`src/rtl/bcg_pkg.sv`:
```
`timescale 1ns/1ps
// Shared types for the burst column generator.
package bcg_pkg;
    typedef enum logic [1:0] {
        BL_TWO   = 2'd0,
        BL_FOUR  = 2'd1,
        BL_EIGHT = 2'd2,
        BL_PAGE  = 2'd3
    } blen_e;
endpackage

```
`src/rtl/bcg_seq_ctrl.sv`:
```
`timescale 1ns/1ps
// Burst sequencer: captures a command, counts beat pairs and flags the end.
// Assumes start has priority over term, and term over natural completion.
module bcg_seq_ctrl
    import bcg_pkg::*;
#(
    parameter int COL_W  = 8,
    localparam int PAIR_W = COL_W - 1
) (
    input  logic              clk,
    input  logic              rst_n,
    input  logic              start,
    input  logic [COL_W-1:0]  start_col,
    input  logic [1:0]        blen,
    input  logic              wrap_il,
    input  logic              wr_cmd,
    input  logic              term,
    output logic              active,
    output logic              last,
    output logic [COL_W-1:0]  base,
    output logic [PAIR_W-1:0] pair_idx,
    output blen_e             blen_q,
    output logic              il_q,
    output logic              wr_q
);
    // Final pair of a fixed-length burst: index reaches BL/2 - 1.
    always_comb begin
        last = active && (blen_q != BL_PAGE) &&
               (pair_idx == PAIR_W'((1 << blen_q) - 1));
    end

    // Command capture, pair counting and burst termination.
    always_ff @(posedge clk) begin
        if (!rst_n) begin
            active   <= 1'b0;
            pair_idx <= '0;
            base     <= '0;
            blen_q   <= BL_TWO;
            il_q     <= 1'b0;
            wr_q     <= 1'b0;
        end else if (start) begin
            active   <= 1'b1;
            pair_idx <= '0;
            base     <= start_col;
            blen_q   <= blen_e'(blen);
            il_q     <= wrap_il;
            wr_q     <= wr_cmd;
        end else if (term || last) begin
            active   <= 1'b0;
            pair_idx <= '0;
        end else if (active) begin
            pair_idx <= pair_idx + 1'b1;
        end
    end
endmodule

```
`src/rtl/bcg_lane_addr.sv`:
```
`timescale 1ns/1ps
// Column for one edge lane: beat = {pair index, LANE}, wrapped by burst size.
// Assumes full page wraps over the whole COL_W-bit column space.
module bcg_lane_addr
    import bcg_pkg::*;
#(
    parameter int COL_W  = 8,
    parameter bit LANE   = 1'b0,
    localparam int PAIR_W = COL_W - 1
) (
    input  logic [COL_W-1:0]  base,
    input  logic [PAIR_W-1:0] pair_idx,
    input  blen_e             blen_q,
    input  logic              il_q,
    output logic [COL_W-1:0]  col
);
    logic [COL_W-1:0] beat;
    logic [COL_W-1:0] wmask;

    // Wrap mask and address for this lane.
    always_comb begin
        beat  = {pair_idx, LANE};
        wmask = (blen_q == BL_PAGE) ? '1 : COL_W'((1 << (blen_q + 1)) - 1);
        if (il_q)
            col = base ^ (beat & wmask);
        else
            col = (base & ~wmask) | ((base + beat) & wmask);
    end
endmodule

```
`src/rtl/bcg_mask.sv`:
```
`timescale 1ns/1ps
// Byte write enables: zero-latency, a high mask bit blocks its byte.
module bcg_mask #(
    parameter int BYTES = 4
) (
    input  logic             active,
    input  logic             wr_q,
    input  logic [BYTES-1:0] dm,
    output logic [BYTES-1:0] byte_we
);
    // Enable only during valid write beats.
    always_comb begin
        byte_we = (active && wr_q) ? ~dm : '0;
    end
endmodule

```
`src/rtl/bcg_burst_colgen.sv`:
```
`timescale 1ns/1ps
// Burst column address generator: two columns per clock for a DDR burst.
// Assumes one command at a time; a new command replaces the running burst.
module bcg_burst_colgen
    import bcg_pkg::*;
#(
    parameter int COL_W = 8,
    parameter int BYTES = 4,
    localparam int PAIR_W = COL_W - 1
) (
    input  logic             clk,
    input  logic             rst_n,
    input  logic             start,
    input  logic [COL_W-1:0] start_col,
    input  logic [1:0]       blen,
    input  logic             wrap_il,
    input  logic             wr_cmd,
    input  logic             term,
    input  logic [BYTES-1:0] dm,
    output logic [COL_W-1:0] col_even,
    output logic [COL_W-1:0] col_odd,
    output logic             beat_valid,
    output logic             beat_last,
    output logic [BYTES-1:0] byte_we
);
    logic              active;
    logic              last;
    logic [COL_W-1:0]  base;
    logic [PAIR_W-1:0] pair_idx;
    blen_e             blen_q;
    logic              il_q;
    logic              wr_q;
    logic [COL_W-1:0]  lane_col [2];

    bcg_seq_ctrl #(.COL_W(COL_W)) u_ctrl (
        .clk(clk), .rst_n(rst_n), .start(start), .start_col(start_col),
        .blen(blen), .wrap_il(wrap_il), .wr_cmd(wr_cmd), .term(term),
        .active(active), .last(last), .base(base), .pair_idx(pair_idx),
        .blen_q(blen_q), .il_q(il_q), .wr_q(wr_q)
    );

    for (genvar g = 0; g < 2; g++) begin : g_lane
        bcg_lane_addr #(.COL_W(COL_W), .LANE(g[0])) u_lane (
            .base(base), .pair_idx(pair_idx), .blen_q(blen_q),
            .il_q(il_q), .col(lane_col[g])
        );
    end

    bcg_mask #(.BYTES(BYTES)) u_mask (
        .active(active), .wr_q(wr_q), .dm(dm), .byte_we(byte_we)
    );

    // Output mapping.
    always_comb begin
        col_even   = lane_col[0];
        col_odd    = lane_col[1];
        beat_valid = active;
        beat_last  = last;
    end
endmodule

```
`config.mk`:
```
export PLATFORM = sky130hd
export DESIGN_NAME = bcg_burst_colgen
export DESIGN_NICKNAME = d
export VERILOG_FILES = /design/src/rtl/bcg_pkg.sv /design/src/rtl/bcg_seq_ctrl.sv /design/src/rtl/bcg_lane_addr.sv /design/src/rtl/bcg_mask.sv /design/src/rtl/bcg_burst_colgen.sv
export SDC_FILE = /design/constraint.sdc
export NUM_CORES = 1
export LEC_CHECK = 0
export BUFFER_PORTS_ARGS = -buffer_cell sky130_fd_sc_hd__buf_2
export CAP_MARGIN = 0
export CORE_MARGIN = 8
export CORE_UTILIZATION = 30
export DETAILED_ROUTE_END_ITERATION = 10
export SYNTH_ARGS = -nofsm -noshare
export SYNTH_HDL_FRONTEND = slang
export SYNTH_HIERARCHICAL = 1
export SYNTH_SLANG_ARGS = --single-unit
```
`constraint.sdc`:
```
create_clock -name clk -period 2.6 [get_ports clk]
set_clock_uncertainty 0.05 [all_clocks]
set_input_delay 0.39 -clock clk [delete_from_list [all_inputs] [get_ports clk]]
set_output_delay 0.39 -clock clk [all_outputs]
set_load 0.02 [all_outputs]
```
=== After elaboration in Yosys (flattened, before gate mapping) ===
Cells that the tools add are included.

* Register bits: 20
* Input bits: 20

* Add/sub/neg operators: 6
* Equality and inequality tests: 3
* Shifts and indexed selects: 2
* Mux-type cells: 6
* Bitwise gates (word level): 12
* Reduce and logical (&&, ||, !) cells: 6

{| class="wikitable"
|+ Operators by type and width
! operator !! count
|-
| AND 8 bit || 5
|-
| left shift 1 x 32 -> 8 bit, first input constant || 1
|-
| 2-to-1 mux 8 bit || 3
|-
| adder 8 bit || 2
|-
| bitwise OR 8 bit || 2
|-
| bitwise XOR 8 bit || 2
|-
| inverter 8 bit || 1
|-
| subtractor 8 x 2 -> 8 bit, second input constant || 1
|-
| adder 7 x 1 -> 7 bit, second input constant || 1
|-
| == test 7 bit || 1
|-
| left shift 1 x 2 -> 7 bit, first input constant || 1
|-
| subtractor 7 x 2 -> 7 bit, second input constant || 1
|-
| 2-to-1 mux 4 bit || 1
|-
| inverter 4 bit || 1
|-
| adder 2 x 1 -> 3 bit, second input constant || 1
|-
| logical AND 1 bit || 3
|-
| OR reduction 3 bit || 1
|-
| == test 2 bit, second input constant || 1
|-
| 2-to-1 mux 1 bit || 2
|-
| != test 2 bit, second input constant || 1
|-
| nonzero test 2 bit || 1
|-
| logical OR 1 bit || 1
|-
| inverter 1 bit || 1
|}

=== Depth between registers and ports, before layout ===
Gate-level depths: netlist (run 1).

* Depth after elaboration: 8
* Gate-level depth with buffers: 7

=== Modules after synthesis ===
Netlist (run 1), hierarchy kept.

{| class="wikitable"
|+ By module, submodules not included
! module !! instances !! cells each !! area each (um^2)
|-
| bcg_seq_ctrl || 1 || 90 || 903.4
|-
| bcg_lane_addr (g_lane[1].u_lane) || 1 || 66 || 489.2
|-
| bcg_lane_addr (g_lane[0].u_lane) || 1 || 70 || 486.7
|-
| bcg_mask || 1 || 4 || 35.0
|}

=== Worst setup path after synthesis (run 1) ===
No wires, ideal clock.

* Path type: register to output
* From: register u_ctrl.pair_idx[0]
* To: output port col_even[7]
* Arrival time: 2274 ps
* Data required time: 2160 ps
* Setup slack: -114 ps
* Cell stages (with the launch flop): 8
* Cell sequence: dfxtp_1 ha_1 fa_1 a211oi_2 nor2_2 o31ai_1 xor2_1 o32ai_1

* Cells in the longest elaborated chain, start to end: 4

{| class="wikitable"
|+ Ends and longest elaborated chain
! what !! line !! source
|-
| start, declared || bcg_seq_ctrl.sv:21 || <nowiki>output logic [PAIR_W-1:0] pair_idx,</nowiki>
|-
| start signal, assigned || bcg_seq_ctrl.sv:52 || <nowiki>pair_idx <= pair_idx + 1'b1;</nowiki>
|-
| adder 8 bit || bcg_lane_addr.sv:27 || <nowiki>col = (base & ~wmask) | ((base + beat) & wmask);</nowiki>
|-
| AND 8 bit || bcg_lane_addr.sv:27 ||
|-
| bitwise OR 8 bit || bcg_lane_addr.sv:27 ||
|-
| 2-to-1 mux 8 bit || bcg_lane_addr.sv:24 || <nowiki>if (il_q)</nowiki>
|-
| end, declared || bcg_burst_colgen.sv:20 || <nowiki>output logic [COL_W-1:0] col_even,</nowiki>
|}

Every way passes these cells.

=== Worst setup path after layout (run 1) ===
Same ends and word-level chain as after synthesis.

==> results of run 1 <==
tightest hold or removal path, delay by kind of cell:
| family | cells | cell delay, ns |
|---|---|---|
| buffers and inverters | 1 | 0.08 |
| muxes | 1 | 0.05 |
| and+or+nand+nor | 1 | 0.09 |
logic make-up (layout without fill, tap and decap cells):
group,count (synthesis),count (layout)
adder cells (fa/ha/maj),16,16
AND/OR/NAND/NOR,83,83
AO/OA/AOI/OAI,62,62
buffers and inverters,17,68
multiplexers,16,16
flip-flops,20,20
XOR/XNOR,16,16
per-layer routing:
layer | GRT usage [%] | wire [um] | vias up
met1 | 17.6 | 2620 | 902
met5 | 0 | 0 | -
met3 | 2.65 | 556 | 6
li1 | - | - | 962
met4 | 5.25 | 108 | 0
met2 | 18.5 | 2440 | 70
area by class of cell:
type | instances | area, sq um
Tap cell | 77 | 96.3
Clock inverter | 1 | 30.0
Sequential cell | 20 | 415
Clock buffer | 3 | 41.3
Multi-Input combinational cell | 193 | 1510
Timing Repair Buffer | 57 | 344
Fill cell | 636 | 3820
Inverter | 7 | 26.3
path summary, 6_finish.rpt:
path	slack (ns)	end	cells past startpoint
worst max-delay path	-0.04	col_even[7]	8
worst min-delay path	0.32	u_ctrl/il_q$_SDFFE_PN0P_	3
worst max register to register	0.52	u_ctrl/pair_idx[0]$_SDFFE_PP0P_	7
worst min register to register	0.53	u_ctrl/base[2]$_SDFFE_PN0P_	2
through the flow:
step	cells	power [mW]	TNS [ns]
2_1_floorplan	230	0.495	0
3_5_place_dp	352	0.573	0
5_1_grt	358	0.953	-0.601
4_1_cts	358	0.908	-0.0584
3_3_place_gp	352	0.571	0
6_report	358	0.904	-0.0378
registers in the layout (all words and copies together) (netlist names):
name	count
u_ctrl/wr_q	1
u_ctrl/il_q	1
u_ctrl/blen_q	2
u_ctrl/base	8
u_ctrl/active	1
u_ctrl/pair_idx	7
placed cells by master (no fill, tap or decap), types with 7 or more instances in the layout:
| cell type | Yosys | final |
|---|---|---|
| ha_1 | 14 | 10 |
| nor3_1 | 12 | 12 |
| buf_2 | 1 | 35 |
| nor2_1 | 15 | 15 |
| inv_1 | 7 | 7 |
| dfxtp_1 | 20 | 12 |
| buf_4 | 0 | 21 |
| mux2i_1 | 15 | 15 |
| xor2_1 | 10 | 10 |
| o21ai_0 | 15 | 14 |
| nand2_1 | 12 | 12 |
| nor2b_1 | 16 | 15 |
power breakdown:
| part | internal (mW) | leakage (nW) | switching, mW | total, mW |
|---|---|---|---|---|
| combinational | 0.105 | 0.860 | 0.126 | 0.231 |
| clock | 0.206 | 0.0357 | 0.123 | 0.329 |
| sequential | 0.318 | 0.168 | 0.0256 | 0.343 |
timing repair:
| action | CTS | global route |
|---|---|---|
| gates resized for setup | 19 | 11 |
| pin swaps | 7 | 7 |
| endpoints found under the hold margin | 0 | 0 |
| endpoints found under the setup margin | 6 | 8 |
| gates cloned | 0 | 0 |
| setup buffers | 2 | 0 |
==> run_results.csv, run 1 <==
group,metric,value,unit
run_status,outcome,"finished, violations left",
run_status,violations,"negative setup slack",
hold_path,worstHoldStart,"wrap_il",
clock_network,clkLatencyLatePin,0.27,ns
flow_run,cap_violations,0,
worst_setup_path,worstPathArrival,2.20,ns
logic_synthesis,syn_area,0.00191,sq mm
logic_synthesis,ys.flop_type,"dfxtp_1",
routing,drtAntennaViolNets,0,
sta,drv_slew,0,
worst_setup_path,critical_path_required,2.16,ns
global_routing,grt_overflow,0,
logic_synthesis,yosysSeqAreaShare,20.9,%
sta,rsz0062_at_grt,"yes",
clock_network,cts_root_buf,"clkbuf_8",
layout,nets,318,
layout,final_core_util,39.2,%
die,die_width,95.9,um
clock_network,cts_buffer_depth,2,
place,dp_hpwl,4240,um
layout,drive_above_1_share,33.8,%
logic_synthesis,muxShareOfSynthArea,8.63,%
sta,relSlewSlack,43.9,%
logic_synthesis,synth-xor-area-share,7.32,%
die,core,0.00628,sq mm
clock_network,postCtsHoldBufs,0,
clock_network,clk_pin_slew,0.08,ns
clock_network,cts_tree,"done",
die,die_y,95.9,um
sta,setup_slack,-0.0378,ns
global_routing,grt_max_degree,24,
global_routing,antenna_found_initial,0,
die,io_pins,42,
worst_setup_path,crit_path_cell_trace,"ha_4 -> fa_2 -> a211oi_2 -> nor2_2 -> o21ai_2 -> mux2_4 -> o32ai_2 -> buf_4",
routing,routed_via_density,5.42,
clock_network,cts_buffers,3,
worst_setup_path,worst-setup-path-type,"register to primary output",
logic_synthesis,synth_top_family_by_area,"compound AO/OA/AOI/OAI gates",
place,portBuffers,41,
logic_synthesis,synth_fp_nets,266,
clock_network,clkSinkCount,20,
logic_synthesis,yosysWarnings,6,
global_routing,grt_pass1_wl,9060,um
global_routing,grt_pass1_vias,1732,
pwr,peakVddDrop,0.000244,V
layout,final_area,0.00246,sq mm
worst_setup_path,cp_top_family,"adder cells",
logic_synthesis,syn_inst,230,
logic_synthesis,synth_largest_area_cell,"dfxtp_1",
logic_synthesis,synth_top_area_share,20.9,%
routing,drtIter0Drc,123,
layout,antenna_cells,0,
sta,finalCritPeriodShare,101,%
die,start_util,30.5,%
place,placed_area,0.00227,sq mm
routing,routed_wl,5720,um
routing,first_pass_iters,4,
sta,finalSetupViolations,1,
sta,finalHoldViolations,0,
worst_setup_path,worstPathMaxFanout,3,
routing,vias,1940,
worst_setup_path,cpMaxStageDelayCell,"fa_2",
die,dieArea,0.00919,sq mm
worst_setup_path,cp-end-kind,"primary output",
logic_synthesis,synth_cell_types,57,
global_routing,gr-usage-all-layers,12.7,%
logic_synthesis,synth_fa_ha_area_share,11.2,%
sta,timing.fmax,0.379,GHz
sta,worstMarginPinSlew,0.840,ns
worst_setup_path,timing.critical_path.from,"u_ctrl/pair_idx[0]$_SDFFE_PP0P_",
logic_synthesis,synthSimpleGateAreaFrac,23.7,%
place,pre_cts_ws,0.0863,ns
logic_synthesis,synthArstFlopShare,0,%
worst_setup_path,reg2reg_from,"u_ctrl/blen_q[1]$_SDFFE_PN0P_",
sta,fin_crit,2.64,ns
worst_setup_path,start_kind,"register",
worst_setup_path,critPathMaxStageDelay,0.41,ns
logic_synthesis,synthTopCellsByCount,"20 x dfxtp_1, 16 x nor2b_1, 15 x mux2i_1, 15 x nor2_1, 15 x o21ai_0",
hold_path,hold_path.class,"input port to register",
place,gp_congestion,0.806,
sta,hold_ws,0.324,ns
logic_synthesis,ys_ff_latch,20,
worst_setup_path,cp_num_buf_inv,1,
routing,routedWlPerCell,16.0,um
layout,syn2layout_area_growth,28.5,%
clock_network,htreeDepth,1,
routing,drc_errors,0,
logic_synthesis,synth-edff-count,0,
pwr,power-per-cell-area,367,mW/mm^2
pwr,power_leakage,1.06,nW
logic_synthesis,synth.most_common_cell,"dfxtp_1",
die,rows,29,
logic_synthesis,synth_compound_area_share,24.0,%
logic_synthesis,synthTopCellsByArea,"dfxtp_1 21%, ha_1 9.2%, mux2i_1 7.8%, nor2b_1 5.2%, xor2_1 4.6%",
logic_synthesis,synth_area_per_cell,8.32,sq um
(Power assumes the default switching activity.)
==> run 2, diff against run 1 <==
--- a/config.mk
+++ b/config.mk
@@ -5,6 +5,7 @@
 export SDC_FILE = /design/constraint.sdc
 export NUM_CORES = 1
 export LEC_CHECK = 0
+export ABC_AREA = 1
 export BUFFER_PORTS_ARGS = -buffer_cell sky130_fd_sc_hd__buf_2
 export CAP_MARGIN = 0
 export CORE_MARGIN = 8
==> run 2 against run 1 <==
The flow now finishes without violations. Setup slack better by 0.27 ns. Sequential power is essentially flat. Count of clock-buffer cells in the layout stayed put. Cell count rose by 30%. Largest power group unchanged.
==> run_results.csv, run 2 <==
group,metric,value,unit
worst_setup_path,reg2reg_from,"u_ctrl/blen_q[0]$_SDFFE_PN0P_",
clock_network,post_cts_buffers,0,
worst_setup_path,critPathMaxStageDelay,0.44,ns
sta,relSlewSlack,73.4,%
layout,largest_reg_flops,8,
layout,syn2layout_area_growth,17.8,%
logic_synthesis,synth_fp_nets,378,
clock_network,htreeDepth,1,
pwr,peakVddDrop,0.000239,V
routing,vias,2245,
pwr,p_int,0.515,mW
routing,routed_via_density,4.82,
logic_synthesis,synth_cell_types,31,
logic_synthesis,synth-edff-count,0,
hold_path,holdPathStages,3,
global_routing,gr-usage-all-layers,11.3,%
flow_run,cap_violations,0,
logic_synthesis,synthTopCellsByCount,"82 x nand2_1, 52 x inv_1, 51 x nor2_1, 26 x nand3_1, 22 x a21oi_1",
sta,fin_crit,2.37,ns
die,start_util,30.5,%
pwr,p_sw_share,34.2,%
logic_synthesis,synth_top_area_share,19.7,%
clock_network,cts_buffers,3,
pwr,p_sw,0.268,mW
global_routing,antenna_found_initial,0,
clock_network,cts_tree,"done",
clock_network,clkLatencyLatePin,0.25,ns
die,rows,30,
worst_setup_path,start_kind,"register",
hold_path,hold_path.class,"input port to register",
worst_setup_path,worstPathArrival,1.93,ns
pwr,p_clk_share,24.7,%
place,pre_cts_ws,0.411,ns
sta,finalSetupViolations,0,
layout,mostFrequentLayoutCells,"82 x nand2_1, 52 x inv_1, 51 x nor2_1",
layout,final_core_util,35.9,%
global_routing,grt_max_degree,15,
die,dieArea,0.00968,sq mm
routing,routedWlPerCell,11.8,um
layout,nets,424,
pwr,seqPwrFrac,44.1,%
die,die_y,98.4,um
global_routing,grt_overflow,0,
sta,setup_slack,0.230,ns
hold_path,min_to,"u_ctrl/blen_q[1]$_SDFFE_PN0P_",
sta,tns,0,ns
worst_setup_path,worstReg2RegEnd,"u_ctrl/pair_idx[5]$_SDFFE_PP0P_",
logic_synthesis,synthTopCellsByArea,"dfxtp_1 20%, nand2_1 15%, inv_1 9.6%, nor2_1 9.4%, ha_1 8.6%",
layout,top_regs,"u_ctrl/base: 8 flops, u_ctrl/pair_idx: 7 flops, u_ctrl/blen_q: 2 flops",
routing,drtIter0Drc,69,
logic_synthesis,ys.flop_type,"dfxtp_1",
hold_path,worstHoldStart,"blen[1]",
pwr,power_leakage,1.29,nW
sta,rsz0062_at_grt,"no",
logic_synthesis,syn_inst,342,
place,portBuffers,41,
die,core,0.00668,sq mm
layout,antenna_cells,0,
clock_network,cts_root_buf,"clkbuf_8",
pwr,pwr-share-comb,31.2,%
logic_synthesis,ys_ff_latch,20,
routing,routed_wl,5490,um
die,die_width,98.4,um
routing,first_pass_iters,5,
worst_setup_path,crit_top_cell,"inv_1",
worst_setup_path,reg2regPathDepth,11,
layout,drive_above_1_share,17.6,%
worst_setup_path,worst-setup-path-type,"register to primary output",
worst_setup_path,critical_path_required,2.16,ns
logic_synthesis,synth_area_per_cell,5.96,sq um
run_status,outcome,"completed",
clock_network,cts_buffer_depth,2,
routing,drc_errors,0,
worst_setup_path,cp-end-kind,"primary output",
logic_synthesis,yosysWarnings,6,
global_routing,grt_pass1_wl,9360,um
worst_setup_path,worstPathMaxFanout,6,
logic_synthesis,syn_area,0.00204,sq mm
routing,drtAntennaViolNets,0,
place,gp_congestion,0.845,
worst_setup_path,cpMaxStageDelayCell,"dfxtp_1",
layout,fillers,739,
logic_synthesis,yosysSeqAreaShare,19.7,%
clock_network,clk_pin_slew,0.06,ns
clock_network,clkSinkCount,20,
worst_setup_path,crit_path_cell_trace,"inv_1 -> fa_1 -> inv_1 -> nand3_1 -> nand3_1 -> xnor2_1 -> nand2_1 -> nand2_1 -> inv_1 -> buf_2",
place,dp_hpwl,4480,um
layout,final_common_cell,"nand2_1",
logic_synthesis,synth_largest_area_cell,"dfxtp_1",
global_routing,grt_pass1_vias,2099,
sta,timing.fmax,0.422,GHz
logic_synthesis,synthArstFlopShare,0,%
sta,finalHoldViolations,0,
sta,finalCritPeriodShare,91.1,%
die,io_pins,42,
sta,worstMarginPinSlew,0.398,ns
sta,drv_slew,0,
layout,top_register,"u_ctrl/base",
pwr,power-per-cell-area,326,mW/mm^2
worst_setup_path,r2r_setup_slack,1.00,ns
logic_synthesis,synth.most_common_cell,"nand2_1",
## run 2: layer usage
layer	up-vias	GRT usage [%]	wire (um)
met5	-	0	0
li1	1187	-	-
met1	1003	13.7	2670
met2	51	20.1	2570
met3	4	1.71	214
met4	0	3.07	42
## run 2: worst max path at each step
stage,depth (start not counted),from,slack [ns],endpoint
3_3_place_gp,10,u_ctrl/pair_idx[0]$_SDFFE_PP0P_,0.43,col_odd[4]
4_1_cts,10,u_ctrl/pair_idx[0]$_SDFFE_PP0P_,0.11,col_odd[4]
5_1_grt,10,u_ctrl/base[1]$_SDFFE_PN0P_,0.03,col_odd[4]
3_5_place_dp,10,u_ctrl/pair_idx[0]$_SDFFE_PP0P_,0.41,col_odd[4]
6_report,10,u_ctrl/base[0]$_SDFFE_PN0P_,0.23,col_odd[4]
2_1_floorplan,10,u_ctrl/blen_q[1]$_SDFFE_PN0P_,0.61,beat_last
## run 2: final cells by class
cell class | instances | area [sq um] | area share, %
well taps | 80 | 100 | 4.17
multi-input cells | 261 | 1400 | 58.3
clock buffers | 3 | 41.3 | 1.72
repair buffers | 46 | 243 | 10.1
inverters | 56 | 215 | 8.97
flip-flops and latches | 20 | 402 | 16.7
## run 2: worst max-delay path, delay by kind of cell (launching register included)
kind / cells / cell delay, ns
XOR/XNOR: 1 / 0.12
adder cells (fa/ha/maj): 1 / 0.43
buffers and inverters: 4 / 0.40
flip-flops: 1 / 0.44
AND/OR/NAND/NOR: 4 / 0.30
## run 2: power groups by stage
stage	registers, mW	logic [mW]	clock network, mW
global route	0.348	0.276	0.218
floorplan	0.351	0.164	0
global placement	0.352	0.243	0
finish	0.345	0.244	0.193
CTS	0.346	0.247	0.202
detailed placement	0.353	0.246	0
## run 2: cells by family (layout without fill, tap and decap cells)
group,after synthesis,after routing,synth area share [%]
buffers and inverters,61,105,11.7
AO/OA/AOI/OAI,51,51,13.3
XOR/XNOR,10,10,4.30
flip-flops,20,20,19.7
adder cells (fa/ha/maj),16,16,10.6
AND/OR/NAND/NOR,184,184,40.4
## run 2: timing repair
| item | CTS | global route |
|---|---|---|
| gates resized for setup | 0 | 1 |
| endpoints found under the hold margin | 0 | 0 |
| setup endpoints to repair | 0 | 1 |
| hold buffers | 0 | 0 |
## run 2: stage by stage
stage	cells	hold slack (ns)	instance area, sq um	power [mW]
after floorplan	342	0.426	2040	0.515
final	466	0.311	2400	0.782
after global routing	466	0.324	2400	0.842
after CTS	466	0.308	2400	0.795
after global placement	463	0.445	2360	0.595
after detailed placement	463	0.448	2360	0.599
==> run 3, diff against run 2 <==
--- a/config.mk
+++ b/config.mk
@@ -11,6 +11,7 @@
 export CORE_MARGIN = 8
 export CORE_UTILIZATION = 30
 export DETAILED_ROUTE_END_ITERATION = 10
+export PLACE_DENSITY_LB_ADDON = 0.12
 export SYNTH_ARGS = -nofsm -noshare
 export SYNTH_HDL_FRONTEND = slang
 export SYNTH_HIERARCHICAL = 1
==> run 3 against run 2 <==
Global-route usage rose by 0.60 points. Hold slack worse by 0.0047 ns. Register-to-register slack gained 0.03 ns. Power is 5.6% higher. Critical path depth fell by 1. Count of clock-buffer cells in the layout grew 1. Clock power is 25% higher.
==> run_results.csv, run 3 (same netlist as run 2, synthesis figures left out) <==
group,metric,value,unit
global_routing,grt_overflow,0,
worst_setup_path,worst-setup-path-type,"register to primary output",
clock_network,clk_pin_slew,0.08,ns
sta,fin_crit,2.40,ns
sta,rsz0062_at_grt,"no",
global_routing,grt_pass1_wl,9640,um
worst_setup_path,start_kind,"register",
sta,finalCritPeriodShare,92.1,%
worst_setup_path,worstReg2RegEnd,"u_ctrl/pair_idx[0]$_SDFFE_PP0P_",
worst_setup_path,timing.critical_path.from,"u_ctrl/base[1]$_SDFFE_PN0P_",
clock_network,cts_root_buf,"clkbuf_8",
sta,tns,0,ns
layout,largest_reg_flops,8,
global_routing,gr-usage-all-layers,11.9,%
clock_network,clkSinkCount,20,
sta,finalSetupViolations,0,
worst_setup_path,cp_num_buf_inv,2,
worst_setup_path,worstPathMaxFanout,7,
pwr,peakVddDrop,0.000209,V
worst_setup_path,critical_path_required,2.16,ns
layout,fillers,773,
sta,drv_slew,0,
pwr,power_leakage,1.31,nW
pwr,power,0.826,mW
worst_setup_path,r2r_setup_slack,1.03,ns
die,die_width,98.4,um
routing,routedWlPerCell,11.7,um
pwr,pwr-share-comb,29.1,%
pwr,p_int,0.546,mW
layout,final_common_cell,"nand2_1",
die,io_pins,42,
layout,mostFrequentLayoutCells,"82 x nand2_1, 52 x inv_1, 51 x nor2_1",
clock_network,cts_buffers,3,
pwr,p_clk_share,29.2,%
layout,nets,425,
hold_path,min_to,"u_ctrl/blen_q[1]$_SDFFE_PN0P_",
worst_setup_path,critPathMaxStageDelay,0.45,ns
place,portBuffers,41,
hold_path,holdPathStages,3,
sta,worstMarginPinSlew,0.388,ns
hold_path,worstHoldStart,"blen[1]",
pwr,p_sw_share,33.8,%
die,dieArea,0.00968,sq mm
worst_setup_path,cp-end-kind,"primary output",
place,dp_hpwl,4570,um
place,gp_congestion,0.788,
clock_network,clkLatencyLatePin,0.26,ns
pwr,p_sw,0.280,mW
layout,top_regs,"u_ctrl/base: 8 flops, u_ctrl/pair_idx: 7 flops, u_ctrl/blen_q: 2 flops",
sta,timing.fmax,0.417,GHz
worst_setup_path,cpMaxStageDelayCell,"fa_1",
layout,drive_above_1_share,18.0,%
worst_setup_path,reg2reg_from,"u_ctrl/blen_q[1]$_SDFFE_PN0P_",
routing,first_pass_iters,4,
routing,drtAntennaViolNets,0,
global_routing,grt_pass1_vias,2100,
global_routing,antenna_found_initial,0,
die,rows,30,
clock_network,cts_tree,"done",
clock_network,cts_buffer_depth,2,
worst_setup_path,crit_path_cell_trace,"ha_1 -> fa_1 -> nand3_1 -> nand3_1 -> nand2_1 -> nand3_1 -> o21ai_0 -> inv_1 -> buf_2",
routing,vias,2166,
worst_setup_path,reg2regPathDepth,11,
routing,drc_errors,0,
sta,finalHoldViolations,0,
die,die_y,98.4,um
hold_path,hold_path.class,"input port to register",
layout,antenna_cells,0,
sta,relSlewSlack,74.1,%
worst_setup_path,cp_top_family,"adder cells",
routing,drtIter0Drc,73,
routing,routed_via_density,4.63,
routing,routed_wl,5470,um
worst_setup_path,worstPathArrival,1.96,ns
pwr,power-per-cell-area,341,mW/mm^2
pwr,seqPwrFrac,41.7,%
flow_run,cap_violations,0,
global_routing,grt_max_degree,15,
die,start_util,30.5,%
layout,top_register,"u_ctrl/base",
clock_network,htreeDepth,1,
run_status,outcome,"completed",
worst_setup_path,crit_top_cell,"nand3_1",
clock_network,post_cts_buffers,0,
die,core,0.00668,sq mm
layout,syn2layout_area_growth,18.8,%
==> run 3: layer usage <==
| metal | vias up | track usage [%] | wire length [um] |
|---|---|---|---|
| met1 | 929 | 16.3 | 2920 |
| met2 | 46 | 18.7 | 2250 |
| li1 | 1187 | - | - |
| met3 | 4 | 2.20 | 248 |
| met4 | 0 | 2.83 | 46 |
| met5 | - | 0 | 0 |
==> run 3: layout make-up <==
class                      count  area [sq um]  share of cell area, %
multi-input combinational    261          1400                   57.8
sequential                    20           402                   16.6
timing repair buffer          47           250                   10.3
inverter                      56           215                   8.89
tap                           80           100                   4.14
clock buffer                   4          55.1                   2.28
==> run 3: worst max path at each step <==
| stage | to | slack, ns | cells after the start |
|---|---|---|---|
| CTS | col_odd[4] | 0.10 | 10 |
| global placement | col_odd[4] | 0.43 | 10 |
| finish | col_even[5] | 0.20 | 9 |
| global route | col_odd[7] | 0.003 | 9 |
| detailed placement | col_odd[4] | 0.41 | 10 |
| floorplan | beat_last | 0.61 | 10 |
==> run 3: power by group through the flow <==
stage / logic, mW / clock network, mW / registers [mW]
after CTS: 0.244 / 0.253 / 0.345
after floorplan: 0.164 / 0 / 0.351
after detailed placement: 0.244 / 0 / 0.352
final: 0.241 / 0.241 / 0.344
after global placement: 0.242 / 0 / 0.352
after global routing: 0.275 / 0.268 / 0.348
==> run 3: worst reg2reg max path, cell delays in order (launching register included) <==
cell     delay [ns]
dfxtp_1        0.31
inv_1          0.12
nand2_1        0.09
ha_1           0.32
inv_1          0.06
nand2_1        0.04
nand2_1        0.07
nand2_1        0.04
nor2_1         0.10
nand2_2        0.11
nand2_4        0.11
nor2_1         0.05
==> run 3: metrics by stage <==
step	util [%]	worst slack, ns	hold WS [ns]	instances	instance area, sq um
2_1_floorplan	-	0.609	0.426	342	2040
4_1_cts	36.2	0.103	0.299	468	2420
6_report	36.2	0.204	0.307	468	2420
5_1_grt	36.2	0.00256	0.322	468	2420
3_3_place_gp	35.4	0.431	0.447	464	2360
3_5_place_dp	35.4	0.407	0.446	464	2360
==> run 3: what timing repair did <==
action / 4_1_cts / 5_1_grt
hold buffers: 0 / 0
endpoints found under the setup margin: 0 / 4
resized for setup: 0 / 1
